`config.mk`:
```
export PLATFORM = sky130hd
export DESIGN_NAME = fsync_delay_gen
export DESIGN_NICKNAME = d
export VERILOG_FILES = /design/src/rtl/fsd_pkg.sv /design/src/rtl/fsd_edge.sv /design/src/rtl/fsd_regs.sv /design/src/rtl/fsd_chan.sv /design/src/rtl/fsync_delay_gen.sv
export SDC_FILE = /design/constraint.sdc
export NUM_CORES = 1
export LEC_CHECK = 0
export CORE_UTILIZATION = 60
export CTS_BUF_LIST = sky130_fd_sc_hd__clkbuf_4 sky130_fd_sc_hd__clkbuf_8 sky130_fd_sc_hd__clkbuf_16
export DETAILED_ROUTE_END_ITERATION = 8
export GPL_TIMING_DRIVEN = 0
export PLACE_DENSITY = 0.8
export SYNTH_ARGS = -nofsm -noshare
export SYNTH_HDL_FRONTEND = slang
export SYNTH_SLANG_ARGS = --single-unit
```
`constraint.sdc`:
```
create_clock -name clk -period 3.24 [get_ports clk]
set_input_delay 0.648 -clock clk [delete_from_list [all_inputs] [get_ports clk]]
set_output_delay 0.648 -clock clk [all_outputs]
set_load 0.01 [all_outputs]
```
`src/rtl/fsd_pkg.sv`:
```
package fsd_pkg;
  function automatic int idx_bits(input int n);
    return (n > 1) ? $clog2(n) : 1;
  endfunction
endpackage

```
`src/rtl/fsd_edge.sv`:
```
module fsd_edge (
  input  logic clk,
  input  logic rst,
  input  logic level,
  output logic rise
);
  logic level_q;

  always_ff @(posedge clk) begin
    if (rst) level_q <= 1'b0;
    else     level_q <= level;
  end

  assign rise = level & ~level_q & ~rst;

  // a held-high reference yields one edge only
  p_single_edge_r10: assert property (@(posedge clk) disable iff (rst)
    rise |=> !rise);
endmodule

```
`src/rtl/fsd_regs.sv`:
```
module fsd_regs #(
  parameter int NUM_CH = 3,
  parameter int DLY_W  = 16,
  parameter int ADDR_W = 2
) (
  input  logic                           clk,
  input  logic                           rst,
  input  logic                           we,
  input  logic [ADDR_W-1:0]              addr,
  input  logic [DLY_W-1:0]               wdata,
  output logic [NUM_CH-1:0][DLY_W-1:0]   dly
);
  logic addr_ok;
  assign addr_ok = (int'(addr) < NUM_CH);

  for (genvar k = 0; k < NUM_CH; k++) begin : g_reg
    logic hit;
    assign hit = we && addr_ok && (int'(addr) == k);

    always_ff @(posedge clk) begin
      if (rst)      dly[k] <= '0;
      else if (hit) dly[k] <= wdata;
    end

    p_write_lands_r5: assert property (@(posedge clk) disable iff (rst)
      (we && int'(addr) == k) |=> dly[k] == $past(wdata));
  end

  p_bad_index_r5: assert property (@(posedge clk) disable iff (rst)
    (we && !addr_ok) |=> $stable(dly));
endmodule

```
`src/rtl/fsd_chan.sv`:
```
module fsd_chan #(
  parameter int DLY_W = 16
) (
  input  logic             clk,
  input  logic             rst,
  input  logic             rise,
  input  logic [DLY_W-1:0] dly,
  output logic             fs
);
  logic [DLY_W-1:0] cnt;
  logic             busy;
  logic             expire;
  logic             zero_now;

  assign expire   = busy && (cnt == DLY_W'(1));
  assign zero_now = rise && (dly == '0);
  assign fs       = ~rst & (expire | zero_now);

  always_ff @(posedge clk) begin
    if (rst) begin
      cnt  <= '0;
      busy <= 1'b0;
    end else if (rise) begin
      cnt  <= dly;
      busy <= (dly != '0);
    end else if (busy) begin
      if (expire) busy <= 1'b0;
      else        cnt  <= cnt - DLY_W'(1);
    end
  end

  // count latched at the edge, later writes do not touch it
  p_load_r6: assert property (@(posedge clk) disable iff (rst)
    (rise && dly != '0) |=> (busy && cnt == $past(dly)));

  p_countdown_r1: assert property (@(posedge clk) disable iff (rst)
    (busy && !rise && cnt != DLY_W'(1)) |=> (busy && cnt == $past(cnt) - DLY_W'(1)));

  p_one_pulse_r2: assert property (@(posedge clk) disable iff (rst)
    (expire && !rise) |=> !busy);

  p_no_stray_r9: assert property (@(posedge clk) disable iff (rst)
    (!busy && !rise) |-> !fs);
endmodule

```
`src/rtl/fsync_delay_gen.sv`:
```
module fsync_delay_gen #(
  parameter int NUM_CH = 3,
  parameter int DLY_W  = 16,
  parameter int ADDR_W = fsd_pkg::idx_bits(NUM_CH)
) (
  input  logic              clk,
  input  logic              rst,
  input  logic              fs_ref,
  input  logic              cfg_we,
  input  logic [ADDR_W-1:0] cfg_addr,
  input  logic [DLY_W-1:0]  cfg_wdata,
  output logic [NUM_CH-1:0] fs_out
);
  logic                         ref_rise;
  logic [NUM_CH-1:0][DLY_W-1:0] dly;

  fsd_edge u_edge (
    .clk   (clk),
    .rst   (rst),
    .level (fs_ref),
    .rise  (ref_rise)
  );

  fsd_regs #(.NUM_CH(NUM_CH), .DLY_W(DLY_W), .ADDR_W(ADDR_W)) u_regs (
    .clk   (clk),
    .rst   (rst),
    .we    (cfg_we),
    .addr  (cfg_addr),
    .wdata (cfg_wdata),
    .dly   (dly)
  );

  for (genvar k = 0; k < NUM_CH; k++) begin : g_ch
    fsd_chan #(.DLY_W(DLY_W)) u_chan (
      .clk  (clk),
      .rst  (rst),
      .rise (ref_rise),
      .dly  (dly[k]),
      .fs   (fs_out[k])
    );
  end
endmodule

```
==> impl_metrics.csv, run 1 <==
group,metric,value,unit
worst_setup_path,crit_type,"primary input to primary output",
worst_setup_path,start_kind,"primary input",
timing,fin_crit,3.178,ns
worst_setup_path,critPathMaxStageDelay,0.50,ns
timing,min_period_over_period,0.9808,
synthesis,syn-num-nets,656,
worst_setup_path,crit_top_cell,"buf_4",
global_routing,grt_max_degree,20,
worst_setup_path,crit_family,"buffers and inverters",
route,routed_wl,14610,um
synthesis,synth-xor-area-share,0,
synthesis,synthTopCellsByArea,"dfxtp_1 40%, nand2_1 9.1%, a21oi_1 5.4%, a311oi_1 4.9%, or4_1 4.1%",
final_layout,seqCellArea,2003,um2
worst_setup_path,slowest_stage,"clkdlybuf4s50_1",
final_layout,syn2layout_area_growth,13.08,%
floorplanning,die_y,93.04,um
power,vdd_drop_max,0.4510,mV
synthesis,ys_seq_area_frac,0.4026,
outcome,status,"finished, final reports clean",
route,vias,5066,
timing,holdWs,0.4764,ns
synthesis,ys.warnings.count,0,
route,wire_per_inst,18.90,um
synthesis,synth_area,4972,um2
timing,rsz0062_at_grt,"no",
synthesis,syn-instance-count,628,
synthesis,synth_adder_area_share,0.01510,
synthesis,yosysUniqueCellTypes,51,
synthesis,synth_top_family_by_area,"simple AND/OR/NAND/NOR gates",
cts,clock_latency,0.38,ns
floorplanning,coreArea,7888,um2
placement,place_ws,-0.9080,ns
cts,numCtsBuffers,9,
worst_setup_path,cp.required,2.59,ns
global_routing,track_usage,0.3510,
cts,cts_tree,"done",
final_layout,final_cell_mix,"120 x nand2_1, 99 x dfxtp_1, 52 x a21oi_1, 50 x nor2_1, 32 x clkbuf_1",
route,firstDrtPassIters,5,
final_layout,fillers,653,
timing,worst_pin_slew,0.8736,ns
global_routing,antenna_found_initial,0,
global_routing,grt_pass1_vias,4689,
route,drt_iter0_markers,438,
global_routing,overflow,0,
worst_setup_path,crit_buf_inv,4,
floorplanning,initial_core_util,0.6304,
worst_setup_path,path_cells,"clkdlybuf4s50_1 > or3b_4 > buf_4 > nor4_2 > nand3_1 > a21oi_2 > buf_4 > clkbuf_2",
route,ant_nets,0,
route,vias_per_cell,6.554,
cts,cts_num_sinks,100,
placement,io_buffers,24,
cts,cts_root_buffer,"clkbuf_8",
synthesis,post_synth.cell_area_avg,7.918,um2
final_layout,layout-drive-gt1-share,0.08942,
cts,htreeDepth,3,
placement,gp_congestion,0.8969,
route,highest_layer,"met4",
min_path,worstHoldPathType,"flop to flop",
final_layout,final_common_cell,"nand2_1",
floorplanning,die-area,8656,um2
timing,fin_skew,0.01189,ns
floorplanning,die_x,93.04,um
cts,clk_pin_slew_worst_paths,0.09,ns
synthesis,ys.flop_type,"dfxtp_1",
synthesis,synth_mux_area_frac,0,
route,wl_met3,1143,um
final_layout,diodes,0,
synthesis,async_flop_share,0,
synthesis,synth-compound-area-share,0.2038,
route,drt-met1-wl,6070,um
final_layout,multiInputGateArea,2785,um2
placement,place_area,5340,um2
final_layout,final_area,5623,um2
synthesis,synth_edf_count,0,
timing,finalHoldViolCount,0,
synthesis,ys_ff_latch,100,
power,leakage,1.966,nW
timing,setup_violations,0,
placement,place_hpwl,10700,um
cts,cts_buffer_depth,2,
synthesis,synth.top_cell.area_share,0.4026,
route,drc,0,
global_routing,grt_pass1_wl,23500,um
synthesis,synthSimpleGateAreaFrac,0.3294,
floorplanning,rows,32,
final_layout,fin_util,0.7129,
job,cap_violations,0,
timing,fin_ws,0.06229,ns
floorplanning,io-pin-count,25,
timing,max_freq,314.7,MHz
route,wl_met2,6920,um
worst_setup_path,arrival,2.53,ns
worst_setup_path,endpoint_kind,"primary output",
power,p_per_area,474.6,nW/um2
timing,maxSlewHeadroom,0.4122,
timing,drv_slew,0,
synthesis,yosysTopAreaCell,"dfxtp_1",
final_layout,fin_nets,694,
worst_setup_path,crit_fanout,3,
## worst reg2reg max path, cell delays in order (launching register included)
cell and delay (ns):
dfxtp_1 0.31, clkbuf_2 0.15, nor4_1 0.66, nand3_1 0.31
or4b_2 0.67, a311oi_1 0.26
## cells by family after synthesis
group / count (synthesis)
AO/OA/AOI/OAI: 150
adder cells (fa/ha/maj): 6
buffers and inverters: 56
flip-flops: 100
AND/OR/NAND/NOR: 316
## state kept, by name, summed over array words and instances, names as in the netlist
signal            flops
u_edge.level_q        1
u_regs.dly           48
g_ch.u_chan.busy      3
g_ch.u_chan.cnt      48
## synthesized netlist by cell type, types with 6 or more instances
cell type  number
a21oi_1        54
a311oi_1       28
clkbuf_1       34
dfxtp_1       100
ha_1            6
inv_1           9
nand2_1       120
nand3_1        15
nor2_1         50
nor3_1         17
nor4_1         26
o21ai_0        16
o31ai_1        20
or3_1          14
or4_1          27
## power by group
part	internal, mW	total (mW)	leakage (nW)	switching [mW]
combinational	0.207	0.514	1.06	0.307
clock	0.291	0.769	0.0910	0.478
sequential	1.30	1.39	0.818	0.0821
total	1.80	2.67	1.97	0.867
## worst paths after layout
path | from | end | slack [ns] | depth (start not counted)
max reg2reg | g_ch[2].u_chan.cnt[2] | g_ch[2].u_chan.cnt[8] | 0.79 | 5
max | fs_ref | fs_out[0] | 0.06 | 8
min | u_regs.dly[26] | u_regs.dly[26] | 0.48 | 2
min reg2reg | u_regs.dly[26] | u_regs.dly[26] | 0.48 | 2
## metal layers
metal | vias to the layer above | global-route usage
met4 | 0 | 0.1654
li1 | 2412 | -
met1 | 2400 | 0.4543
met3 | 42 | 0.06341
met2 | 212 | 0.5668
met5 | - | 0
## per-stage QoR
stage	total power, mW	setup TNS [ns]	cells
finish	2.669	0	773
global route	2.775	0	773
CTS	2.649	-0.03921	772
detailed placement	1.890	-1.905	754
global placement	1.873	-1.860	754
floorplan	1.731	0	628
## layout make-up
class / count / share of cell area
clock buffer: 9 / 0.02203
inverter: 9 / 0.006008
timing repair buffer: 29 / 0.04762
multi-input combinational: 472 / 0.4953
sequential: 100 / 0.3563
tap: 102 / 0.02270
buffer: 45 / 0.04005
clock inverter: 7 / 0.01001
## repair_timing
item,in CTS,in global routing
hold buffers,0,0
pin swaps,6,3
endpoints found under the setup margin,3,2
buffers inserted,4,1
gates resized for setup,18,4
No activity file was read; power rests on OpenSTA's default activity.
==> run 2, diff against run 1 <==
--- a/config.mk
+++ b/config.mk
@@ -5,7 +5,8 @@
 export SDC_FILE = /design/constraint.sdc
 export NUM_CORES = 1
 export LEC_CHECK = 0
-export CORE_UTILIZATION = 60
+export ABC_AREA = 1
+export CORE_UTILIZATION = 61
 export CTS_BUF_LIST = sky130_fd_sc_hd__clkbuf_4 sky130_fd_sc_hd__clkbuf_8 sky130_fd_sc_hd__clkbuf_16
 export DETAILED_ROUTE_END_ITERATION = 8
 export GPL_TIMING_DRIVEN = 0
==> impl_metrics.csv, run 2 <==
group,metric,value,unit
floorplanning,die_y,95.96,um
worst_setup_path,crit_fanout,14,
timing,max_freq,321.6,MHz
cts,cts_num_sinks,100,
floorplanning,coreArea,8382,um2
worst_setup_path,start_kind,"primary input",
power,p_per_area,545.7,nW/um2
final_layout,syn2layout_area_growth,12.34,%
synthesis,ys.flop_type,"dfxtp_1",
synthesis,ys.warnings.count,0,
placement,placed_cells,979,
global_routing,grt_max_degree,17,
worst_setup_path,cp.required,2.59,ns
timing,worst_pin_slew,0.7022,ns
worst_setup_path,arrival,2.46,ns
final_layout,final_common_cell,"nand2_1",
synthesis,yosysMostFrequentCell,"nand2_1",
timing,fin_skew,0.02007,ns
route,routed_wl,15420,um
timing,rsz0062_at_grt,"no",
route,wire_per_inst,15.44,um
worst_setup_path,crit_type,"primary input to primary output",
timing,drv_slew,0,
floorplanning,initial_core_util,0.6425,
final_layout,multiInputGateArea,2839,um2
timing,fin_ws,0.1310,ns
floorplanning,rows,33,
route,drc,0,
floorplanning,die_x,95.96,um
synthesis,synth.top_cell.area_share,0.3717,
timing,finalHoldViolCount,0,
placement,place_hpwl,11500,um
final_layout,fin_nets,917,
cts,cts_buffer_depth,2,
global_routing,track_usage,0.3508,
synthesis,syn-num-nets,878,
cts,htreeDepth,3,
final_layout,fillers,758,
timing,holdWs,0.4781,ns
route,firstDrtPassIters,6,
timing,fin_crit,3.109,ns
cts,cts_tree,"done",
timing,maxSlewHeadroom,0.5319,
worst_setup_path,endpoint_kind,"primary output",
placement,gp_congestion,0.9543,
synthesis,synth_area,5385,um2
floorplanning,die-area,9208,um2
route,ant_nets,0,
placement,io_buffers,24,
synthesis,ys_seq_area_frac,0.3717,
power,vdd_drop_max,0.2985,mV
cts,clk_pin_slew_worst_paths,0.10,ns
synthesis,ys_ff_latch,100,
cts,clock_latency,0.39,ns
cts,numCtsBuffers,9,
global_routing,antenna_found_initial,0,
timing,setup_violations,0,
synthesis,yosysTopAreaCell,"dfxtp_1",
synthesis,syn-instance-count,850,
job,cap_violations,0,
synthesis,yosysUniqueCellTypes,26,
final_layout,layout-drive-gt1-share,0.05257,
global_routing,grt_pass1_wl,24150,um
route,vias_per_cell,5.659,
timing,min_period_over_period,0.9596,
synthesis,synth_common_cells,"183 x nand2_1, 137 x nor2_1, 108 x inv_1",
synthesis,synth_edf_count,0,
final_layout,seqCellArea,2002,um2
power,leakage,2.668,nW
final_layout,top_regs,"g_ch.u_chan.cnt (48), u_regs.dly (48), g_ch.u_chan.busy (3)",
placement,place_ws,-0.7448,ns
cts,cts_hold_buf,0,
synthesis,post_synth.cell_area_avg,6.335,um2
floorplanning,io-pin-count,25,
global_routing,grt_pass1_vias,5070,
route,vias,5653,
final_layout,diodes,0,
outcome,status,"finished, final reports clean",
final_layout,fin_cells,999,
cts,cts_root_buffer,"clkbuf_8",
final_layout,fin_util,0.7218,
global_routing,overflow,0,
final_layout,final_cell_mix,"183 x nand2_1, 137 x nor2_1, 108 x inv_1, 100 x dfxtp_1, 91 x a21oi_1",
min_path,worstHoldPathType,"flop to flop",
synthesis,async_flop_share,0,
synthesis,synthTopCellsByArea,"dfxtp_1 37%, nand2_1 13%, nor2_1 9.5%, a21oi_1 8.6%, inv_1 7.5%",
route,drt_iter0_markers,535,
[run 2: timing repair]
item                                    4_1_cts  5_1_grt
buffers inserted                              5        0
gates resized for setup                      11        2
pin swaps                                     3        2
endpoints found under the setup margin        3        1
[run 2: final timing paths]
path,startpoint,end,slack (ns),cells after the start
min,u_regs.dly[0],u_regs.dly[0],0.48,2
max reg2reg,g_ch[1].u_chan.cnt[0],g_ch[1].u_chan.cnt[3],1.36,9
min reg2reg,u_regs.dly[0],u_regs.dly[0],0.48,2
max,fs_ref,fs_out[2],0.13,10
[run 2: cells by family (layout without fill, tap and decap cells)]
group                      Yosys count  count (layout)  share of synthesized area
xor gates and xnor gates            20              20                    0.03253
adders and majority gates            6               6                    0.01394
buffers and inverters              145             189                     0.1043
and+or+nand+nor                    418             418                     0.3274
AOI/OAI and AO/OA                  161             161                     0.1501
DFF                                100             100                     0.3717
[run 2: worst max-delay path, cell delays in order]
cell and delay, ns:
clkdlybuf4s50_1 0.45, inv_1 0.07, nor3_4 0.20, buf_6 0.15, inv_4 0.09, nor3_2 0.19
nand3_1 0.13, a21oi_2 0.18, buf_4 0.13, clkdlybuf4s15_1 0.23
[run 2: per-stage QoR]
stage / power [mW] / TNS [ns] / area [um2]
floorplan: 2.123 / 0 / 5385
CTS: 3.284 / 0 / 6045
detailed placement: 2.366 / -2.147 / 5757
global route: 3.476 / 0 / 6050
global placement: 2.335 / -2.018 / 5757
finish: 3.301 / 0 / 6050
[run 2: cell type report]
type | instances | share of cell area
well taps | 105 | 0.02172
multi-input cells | 605 | 0.4693
inverters | 112 | 0.06991
clock buffers | 11 | 0.02399
clock inverters | 5 | 0.01406
plain buffers | 32 | 0.02420
repair buffers | 29 | 0.04592
flip-flops and latches | 100 | 0.3309
[run 2: routing by layer]
layer	GRT usage	wire length, um	vias up
met5	0	0	-
met4	0.1194	385	0
met3	0.07978	1315	36
met2	0.5708	6985	250
met1	0.4581	6736	2589
li1	-	-	2778
[run 2: where the power goes]
| group | switching, mW | internal (mW) |
|---|---|---|
| Clock | 0.456 | 0.468 |
| Combinational | 0.624 | 0.346 |
| Sequential | 0.0874 | 1.32 |
==> run 3, diff against run 2 <==
--- a/config.mk
+++ b/config.mk
@@ -6,11 +6,12 @@
 export NUM_CORES = 1
 export LEC_CHECK = 0
 export ABC_AREA = 1
-export CORE_UTILIZATION = 61
-export CTS_BUF_LIST = sky130_fd_sc_hd__clkbuf_4 sky130_fd_sc_hd__clkbuf_8 sky130_fd_sc_hd__clkbuf_16
+export CORE_UTILIZATION = 63
+export CTS_BUF_LIST = sky130_fd_sc_hd__clkbuf_4
 export DETAILED_ROUTE_END_ITERATION = 8
 export GPL_TIMING_DRIVEN = 0
-export PLACE_DENSITY = 0.8
+export PLACE_DENSITY = 0.83
 export SYNTH_ARGS = -nofsm -noshare
 export SYNTH_HDL_FRONTEND = slang
 export SYNTH_SLANG_ARGS = --single-unit
+export TNS_END_PERCENT = 30
==> impl_metrics.csv, run 3 (same netlist as run 2, synthesis figures left out) <==
group,metric,value,unit
route,ant_nets,0,
final_layout,fillers,726,
placement,io_buffers,24,
final_layout,syn2layout_area_growth,11.01,%
floorplanning,die-area,8922,um2
timing,max_freq,301.0,MHz
cts,cts_tree,"done",
worst_setup_path,endpoint_kind,"primary output",
placement,placed_cells,979,
floorplanning,die_x,94.46,um
timing,maxSlewHeadroom,0.4938,
timing,tns,-0.08251,ns
route,drc,0,
global_routing,grt_pass1_wl,24540,um
power,total_power,3.116,mW
worst_setup_path,slowest_stage,"clkdlybuf4s50_1",
timing,rsz0062_at_grt,"yes",
final_layout,fin_cells,998,
route,vias,5627,
cts,cts_hold_buf,0,
final_layout,diodes,0,
worst_setup_path,start_kind,"primary input",
floorplanning,initial_core_util,0.6521,
final_layout,fin_nets,916,
outcome,violations,"negative setup slack",
floorplanning,rows,33,
timing,holdWs,0.4800,ns
cts,cts_root_buffer,"clkbuf_4",
worst_setup_path,crit_family,"buffers and inverters",
cts,htreeDepth,3,
route,routed_wl,15080,um
route,vias_per_cell,5.638,
cts,clk_pin_slew_worst_paths,0.15,ns
cts,clock_latency,0.45,ns
global_routing,antenna_found_initial,0,
worst_setup_path,arrival,2.67,ns
floorplanning,coreArea,8258,um2
final_layout,top_regs,"g_ch.u_chan.cnt (48), u_regs.dly (48), g_ch.u_chan.busy (3)",
global_routing,grt_pass1_vias,5205,
power,vdd_drop_max,0.3602,mV
outcome,status,"finished, violations left",
global_routing,track_usage,0.3575,
worst_setup_path,crit_buf_inv,6,
cts,numCtsBuffers,9,
floorplanning,die_y,94.46,um
placement,gp_congestion,0.9792,
timing,drv_slew,0,
final_layout,fin_util,0.7239,
timing,fin_skew,0.02384,ns
timing,setup_violations,1,
worst_setup_path,critPathMaxStageDelay,0.51,ns
timing,fin_crit,3.323,ns
route,drt_iter0_markers,349,
power,leakage,2.655,nW
worst_setup_path,crit_type,"primary input to primary output",
final_layout,final_common_cell,"nand2_1",
final_layout,layout-drive-gt1-share,0.04927,
min_path,whs_path_depth,2,
cts,cts_num_sinks,100,
placement,place_hpwl,11380,um
worst_setup_path,crit_fanout,11,
global_routing,overflow,0,
min_path,worstHoldPathType,"flop to flop",
route,wire_per_inst,15.11,um
cts,cts_buffer_depth,2,
timing,finalHoldViolCount,0,
route,firstDrtPassIters,6,
worst_setup_path,path_cells,"clkdlybuf4s50_1 > inv_1 > nor3_4 > buf_4 > buf_6 > nand4_1 > a21oi_2 > buf_4 > clkdlybuf4s50_1",
floorplanning,io-pin-count,25,
worst_setup_path,cp.required,2.59,ns
timing,fin_ws,-0.08251,ns
global_routing,grt_max_degree,18,
timing,worst_pin_slew,0.7593,ns
timing,min_period_over_period,1.025,
worst_setup_path,r2r_cells,9,
power,p_per_area,521.3,nW/um2
final_layout,final_cell_mix,"183 x nand2_1, 137 x nor2_1, 108 x inv_1, 100 x dfxtp_1, 90 x a21oi_1",
worst_setup_path,cp_num_cells,9,
job,cap_violations,0,
==> run 3: what timing repair did <==
item / CTS / global route
setup endpoints to repair: 3 / 2
setup buffers: 4 / 1
gates resized for setup: 6 / 4
cloned: 0 / 0
pin swaps: 2 / 2
==> run 3: area by class of cell <==
| class | count | area, um2 | share of cell area |
|---|---|---|---|
| buffer | 31 | 132.6 | 0.02218 |
| clock buffer | 9 | 67.56 | 0.01130 |
| clock inverter | 7 | 98.84 | 0.01653 |
| inverter | 112 | 422.9 | 0.07074 |
| multi-input combinational | 605 | 2838 | 0.4747 |
| sequential | 100 | 2002 | 0.3349 |
| tap | 105 | 131.4 | 0.02198 |
| timing repair buffer | 29 | 285.3 | 0.04772 |
==> run 3: metal layers <==
layer	wire, um	part of all wire	track usage
met5	0	0	0
met4	436	0.029	0.1250
met3	1238	0.082	0.08454
met2	6944	0.46	0.5882
met1	6462	0.43	0.4577
==> run 3: where the power goes <==
group          switching, mW  internal [mW]  leakage (nW)
Clock                  0.438          0.319        0.0885
Sequential            0.0865           1.32         0.817
Combinational          0.606          0.345          1.75
==> run 3: final timing paths <==
| path | from | slack (ns) | to |
|---|---|---|---|
| min reg2reg | u_regs.dly[27] | 0.48 | u_regs.dly[27] |
| max | fs_ref | -0.08 | fs_out[0] |
| max reg2reg | u_edge.level_q | 1.24 | g_ch[0].u_chan.cnt[11] |
| min | u_regs.dly[27] | 0.48 | u_regs.dly[27] |
==> run 3: through the flow <==
stage / instance area (um2) / setup slack, ns
floorplan: 5385 / 0.8713
global placement: 5757 / -0.7114
detailed placement: 5757 / -0.7605
CTS: 5957 / -0.04222
global route: 5978 / -0.1762
finish: 5978 / -0.08251
==> run 3: worst min-delay path: stages, from the launching register on <==
cell and delay, ns:
dfxtp_1 0.35, inv_1 0.05, a21oi_1 0.05
